File: src/rtl/secdedPkg.sv
package secdedPkg;
  localparam int DATA_W = 4;
  localparam int CODE_W = 8;
  localparam int SYN_W  = 3;

  typedef struct packed {
    logic encLoad;
    logic decLoad;
    logic markClean;
    logic markFixed;
    logic markFail;
  } hamStrobes_t;

  // positions 1,2,4,... carry check bits
  function automatic logic isCheckPos(int p);
    return (p & (p - 1)) == 0;
  endfunction
endpackage

File: src/rtl/secdedDatapath.sv
module secdedDatapath
  import secdedPkg::*;
(
  input  logic              clk,
  input  logic              rst,
  input  hamStrobes_t       strb,
  input  logic [DATA_W-1:0] encData,
  input  logic [CODE_W-1:0] decCode,
  output logic              synNonZero,
  output logic              parityOdd,
  output logic              encCodeValid,
  output logic [CODE_W-1:0] encCode,
  output logic              outValid,
  output logic [DATA_W-1:0] outData,
  output logic              flagNoError,
  output logic              flagCorrected,
  output logic              flagUncorrectable,
  output logic              retryReq
);
  logic [CODE_W-1:0] encWord;
  logic [SYN_W-1:0]  syndrome;
  logic [CODE_W-1:0] fixedWord;
  logic [DATA_W-1:0] fixedData;

  // encoder: scatter payload, then fill check bits and overall parity
  always_comb begin
    int k;
    logic chk;
    encWord = '0;
    k = 0;
    for (int p = 1; p < CODE_W; p++) begin
      if (!isCheckPos(p) && k < DATA_W) begin
        encWord[p-1] = encData[k];
        k++;
      end
    end
    for (int j = 0; j < SYN_W; j++) begin
      chk = 1'b0;
      for (int p = 1; p < CODE_W; p++)
        if (((p >> j) & 1) == 1 && !isCheckPos(p)) chk ^= encWord[p-1];
      encWord[(1 << j) - 1] = chk;
    end
    encWord[CODE_W-1] = ^encWord[CODE_W-2:0];
  end

  // syndrome: one parity check per address bit of the position
  for (genvar j = 0; j < SYN_W; j++) begin : g_syn
    always_comb begin
      syndrome[j] = 1'b0;
      for (int p = 1; p < CODE_W; p++)
        if (((p >> j) & 1) == 1) syndrome[j] ^= decCode[p-1];
    end
  end

  assign synNonZero = |syndrome;
  assign parityOdd  = ^decCode;

  // repair and gather payload
  always_comb begin
    int k;
    fixedWord = decCode;
    if (parityOdd && synNonZero)
      fixedWord[int'(syndrome) - 1] = ~decCode[int'(syndrome) - 1];
    fixedData = '0;
    k = 0;
    for (int p = 1; p < CODE_W; p++) begin
      if (!isCheckPos(p) && k < DATA_W) begin
        fixedData[k] = fixedWord[p-1];
        k++;
      end
    end
  end

  always_ff @(posedge clk) begin
    if (rst) begin
      encCodeValid      <= 1'b0;
      encCode           <= '0;
      outValid          <= 1'b0;
      outData           <= '0;
      flagNoError       <= 1'b0;
      flagCorrected     <= 1'b0;
      flagUncorrectable <= 1'b0;
      retryReq          <= 1'b0;
    end else begin
      encCodeValid <= strb.encLoad;
      if (strb.encLoad) encCode <= encWord;
      outValid <= strb.decLoad;
      if (strb.decLoad) outData <= fixedData;
      flagNoError       <= strb.markClean;
      flagCorrected     <= strb.markFixed;
      flagUncorrectable <= strb.markFail;
      retryReq          <= strb.markFail;
    end
  end
endmodule

File: src/rtl/secdedCtrl.sv
module secdedCtrl
  import secdedPkg::*;
(
  input  logic        encValid,
  input  logic        decValid,
  input  logic        synNonZero,
  input  logic        parityOdd,
  output hamStrobes_t strb
);
  always_comb begin
    strb.encLoad   = encValid;
    strb.markClean = decValid && !synNonZero && !parityOdd;
    strb.markFixed = decValid && parityOdd;
    strb.markFail  = decValid && synNonZero && !parityOdd;
    strb.decLoad   = decValid && !strb.markFail;
  end
endmodule

File: src/rtl/secdedCodec84.sv
module secdedCodec84
  import secdedPkg::*;
(
  input  logic              clk,
  input  logic              rst,
  input  logic              encValid,
  input  logic [DATA_W-1:0] encData,
  output logic              encCodeValid,
  output logic [CODE_W-1:0] encCode,
  input  logic              decValid,
  input  logic [CODE_W-1:0] decCode,
  output logic              outValid,
  output logic [DATA_W-1:0] outData,
  output logic              flagNoError,
  output logic              flagCorrected,
  output logic              flagUncorrectable,
  output logic              retryReq
);
  hamStrobes_t strb;
  logic synNonZero;
  logic parityOdd;

  secdedCtrl i_ctrl (
    .encValid  (encValid),
    .decValid  (decValid),
    .synNonZero(synNonZero),
    .parityOdd (parityOdd),
    .strb      (strb)
  );

  secdedDatapath i_dp (
    .clk              (clk),
    .rst              (rst),
    .strb             (strb),
    .encData          (encData),
    .decCode          (decCode),
    .synNonZero       (synNonZero),
    .parityOdd        (parityOdd),
    .encCodeValid     (encCodeValid),
    .encCode          (encCode),
    .outValid         (outValid),
    .outData          (outData),
    .flagNoError      (flagNoError),
    .flagCorrected    (flagCorrected),
    .flagUncorrectable(flagUncorrectable),
    .retryReq         (retryReq)
  );
endmodule

File: config.mk
export PLATFORM = sky130hd
export DESIGN_NAME = secdedCodec84
export DESIGN_NICKNAME = d
export VERILOG_FILES = /design/src/rtl/secdedPkg.sv /design/src/rtl/secdedDatapath.sv /design/src/rtl/secdedCtrl.sv /design/src/rtl/secdedCodec84.sv
export SDC_FILE = /design/constraint.sdc
export NUM_CORES = 1
export LEC_CHECK = 0
export BUFFER_PORTS_ARGS = -buffer_cell sky130_fd_sc_hd__buf_2
export CORE_AREA = 2 2 61 63
export DETAILED_ROUTE_END_ITERATION = 7
export DIE_AREA = 0 0 63 65
export MAX_ROUTING_LAYER = met4
export SYNTH_ARGS = -nofsm -noshare
export SYNTH_HDL_FRONTEND = slang
export SYNTH_SLANG_ARGS = --single-unit
File: constraint.sdc
create_clock -name clk -period 2.35 [get_ports clk]
set_clock_uncertainty 0.05 [all_clocks]
set_input_delay 0.235 -clock clk [delete_from_list [all_inputs] [get_ports clk]]
set_output_delay 0.235 -clock clk [all_outputs]
set_load 0.02 [all_outputs]
==> results_dict.tcl <==
set metrics [dict create \
    number_of_iterations_in_the_first_detailed_routing_pass 4 \
    dpl-instance-area_um2 1360 \
    synth-compound-area-share_pct 11.3 \
    vias 1007 \
    post_synth_xor_area_fraction_pct 21.9 \
    grt_first_pass_wirelength_um 4150 \
    synth-adder-area-share_pct 1.08 \
    fmax_mhz 479 \
    setup-tns-final_ns 0 \
    footprint_of_the_multi_input_gates_um2 733 \
    port_buffers 33 \
    peak_supply_drop_mv 0.154 \
    count_of_unique_library_cells_instantiated_by_yosys 38 \
    fp.dieArea_um2 4100 \
    final_net_count 177 \
    gp_routability_congestion 0.822 \
    total_power_uw 837 \
    main_combinational_cell_family_by_area_after_synthesis "XOR/XNOR gates" \
    cts_repair_resize_count 0 \
    clkTransAtPathRegs_ns 0.10 \
    number_of_warnings_printed_during_yosys_synthesis 0 \
    cts_sinks 17 \
    worst_slew_pin_tran_ns 0.522 \
    numCtsBuffers 3 \
    cts_tree "yes" \
    p_leak_nw 0.626 \
    route.antenna.remaining_nets 0 \
    synth_flop_cell "sky130_fd_sc_hd__dfxtp_1" \
    max-cap-violations 0 \
    mappedNetlistArea_um2 1160 \
    routed_wire_length_per_instance_um 11.4 \
    synth_seq_cells 17 \
    power.density_nw_per_um2 604 \
    die_height_um 65 \
    maxSlewViolCount 0 \
    synthesis.instances 125 \
    finish.cell_count_without_fillers 207 \
    start_util_pct 33.2 \
    drtIter0Drc 28 \
    layout-drive-gt1-share_pct 32.1 \
    timing.critical_path.from_type "primary input" \
    grt_overflow_total 0 \
    drt_drc_violations_left 0 \
    die_width_um 63 \
    grt_start_max_net_pins 13 \
    groute.usage.overall_pct 12.6 \
    grt_setup_unrepaired "false" \
    critical_path.endpoint_type "register" \
    antenna_found_initial 0 \
    htree_levels 1 \
    clock_path_buffers 2 \
    std_cell_rows 22 \
    slew_headroom_pct 64.8 \
    dp_hpwl_um 1950 \
    post_drt_via_cell_ratio 4.86 \
    avgSynthCellArea_um2 9.29 \
    synth_top_cell_by_area "sky130_fd_sc_hd__dfxtp_1" \
    post_synth_mux_area_share_pct 8.73 \
    grt_pass1_vias 955 \
    final.fill_count 368 \
    asyncSetResetFlopFracSynth_pct 0 \
    cell_area_after_layout_um2 1390 \
    cts_root_buffer "sky130_fd_sc_hd__clkbuf_4" \
    critical_path_required_ns 2.53 \
    worstSetupPathType "primary input to register" \
    syn_nets 142 \
    finalCriticalPeriod_ns 2.09 \
    post_cts.repair.setup_buffers 0 \
    number_of_flops_mapped_to_enable_cells_by_yosys 0 \
    clk-insertion-delay-late_ns 0.28 \
    design.portCount 34 \
    hp-class "primary input to register" \
    hold_violations 0 \
    setup_viol 0 \
    postCtsHoldBufs 0 \
    antenna_cells 0 \
    arrival_time_at_the_worst_endpoint_ns 2.27 \
    detail_route.wirelength_um 2360 \
    core_region_area_um2 3500 \
    synth.yosys.seq_area_share_pct 29.3 \
    placedCellCount 203 \
    register_area_um2 340 \
    postLayoutCoreUtil_pct 39.7 \
    areaGrowthSynthToFinish_pct 19.4 \
    synth-simple-area-share_pct 20.2 \
    synth_top_cells_by_area "sky130_fd_sc_hd__dfxtp_1 29%, sky130_fd_sc_hd__mux2i_1 7.8%, sky130_fd_sc_hd__xnor2_1 7.5%" \
    path_max_fanout 6 \
    min_period_over_period_pct 88.8 \
    status "finished, final reports clean" \
    synth_top_cell_area_share_pct 29.3 \
]
==> path summary, 6_finish.rpt <==
check	to	cells past startpoint	slack, ns	from
worst min register to register	i_dp.outData[3]	2	0.43	i_dp.outData[3]
worst min-delay path	i_dp.outData[0]	2	0.17	decValid
worst max-delay path	i_dp.outData[1]	9	0.26	decCode[6]
worst max register to register	i_dp.outData[0]	2	1.59	i_dp.outData[0]
==> cell families after synthesis <==
family | count (synthesis)
AO/OA/AOI/OAI | 19
multiplexers | 10
adder cells (fa/ha/maj) | 1
AND/OR/NAND/NOR | 45
flip-flops | 17
buffers and inverters | 13
XOR/XNOR | 20
==> per-layer routing <==
| layer | vias to the layer above | share of wire (%) | routed length, um | track usage [%] |
|---|---|---|---|---|
| li1 | 506 | - | - | - |
| met1 | 472 | 49 | 1150 | 15.4 |
| met2 | 27 | 46 | 1100 | 21.8 |
| met3 | 2 | 4.7 | 110 | 2.08 |
| met4 | 0 | 0.25 | 6 | 2.78 |
| met5 | - | 0 | 0 | - |
==> stage by stage <==
stage               hold WS (ns)  setup slack [ns]
floorplan                  0.257             0.198
global placement           0.419            0.0789
detailed placement         0.421           -0.0363
CTS                        0.160             0.252
global route               0.179             0.110
finish                     0.168             0.262
==> registers in the layout, indices dropped and copies added (netlist names) <==
signal / cells
i_dp.outData: 4
i_dp.encCodeValid: 1
i_dp.flagCorrected: 1
i_dp.flagNoError: 1
i_dp.flagUncorrectable: 1
i_dp.encCode: 8
i_dp.outValid: 1
==> cell type report <==
class	count	area share (%)
well taps	48	4.33
repair buffers	39	15.2
clock inverters	1	0.361
inverters	4	1.08
clock buffers	3	1.62
flip-flops and latches	17	24.5
multi-input cells	95	52.9
==> critical path, stage by stage <==
cell and delay, ns:
sky130_fd_sc_hd__buf_2 0.20, sky130_fd_sc_hd__xor2_1 0.36, sky130_fd_sc_hd__nand2_1 0.13, sky130_fd_sc_hd__o22ai_1 0.15, sky130_fd_sc_hd__ha_1 0.27, sky130_fd_sc_hd__nor2_1 0.24
sky130_fd_sc_hd__nand2_4 0.08, sky130_fd_sc_hd__or4_1 0.51, sky130_fd_sc_hd__nand3_1 0.08
==> power by group <==
part	internal, mW	switching (mW)
Clock	0.0631	0.0850
Combinational	0.146	0.211
Sequential	0.319	0.0135
Total	0.528	0.309
==> cells in the mapped netlist (2+ instances only) <==
library cell and number:
sky130_fd_sc_hd__nor2_1 13, sky130_fd_sc_hd__xnor2_1 10, sky130_fd_sc_hd__xor2_4 2, sky130_fd_sc_hd__or4_1 2, sky130_fd_sc_hd__buf_4 2, sky130_fd_sc_hd__xnor2_2 2
sky130_fd_sc_hd__a211oi_1 2, sky130_fd_sc_hd__or3_1 2, sky130_fd_sc_hd__nor3_1 5, sky130_fd_sc_hd__a21oi_1 3, sky130_fd_sc_hd__o21ai_0 3, sky130_fd_sc_hd__xor2_1 4
sky130_fd_sc_hd__buf_6 4, sky130_fd_sc_hd__o2111ai_1 2, sky130_fd_sc_hd__nand3_1 8, sky130_fd_sc_hd__mux2i_1 9, sky130_fd_sc_hd__clkbuf_1 2, sky130_fd_sc_hd__o211ai_1 2
sky130_fd_sc_hd__nand2_1 6, sky130_fd_sc_hd__nor2b_1 3, sky130_fd_sc_hd__nor4b_1 2, sky130_fd_sc_hd__inv_1 4, sky130_fd_sc_hd__a21o_1 2, sky130_fd_sc_hd__dfxtp_1 17
==> cell usage in the layout (no fill, tap or decap), types with 2 or more instances in the layout <==
cell                        count
sky130_fd_sc_hd__a21o_1         2
sky130_fd_sc_hd__xor2_1         4
sky130_fd_sc_hd__nor3_1         5
sky130_fd_sc_hd__buf_2         33
sky130_fd_sc_hd__a211oi_1       2
sky130_fd_sc_hd__or4_1          2
sky130_fd_sc_hd__inv_1          4
sky130_fd_sc_hd__dfxtp_1       17
sky130_fd_sc_hd__xnor2_2        2
sky130_fd_sc_hd__or3_1          2
sky130_fd_sc_hd__mux2i_1        9
sky130_fd_sc_hd__buf_4          6
sky130_fd_sc_hd__nand3_1        8
sky130_fd_sc_hd__a21oi_1        3
sky130_fd_sc_hd__o211ai_1       2
sky130_fd_sc_hd__o21ai_0        3
sky130_fd_sc_hd__clkbuf_4       3
sky130_fd_sc_hd__nor2b_1        3
sky130_fd_sc_hd__nor4b_1        2
sky130_fd_sc_hd__nor2_1        13
sky130_fd_sc_hd__o2111ai_1      2
sky130_fd_sc_hd__nand2_1        6
sky130_fd_sc_hd__xnor2_1       10
sky130_fd_sc_hd__xor2_4         2
Power figures use the tool's default switching activity.
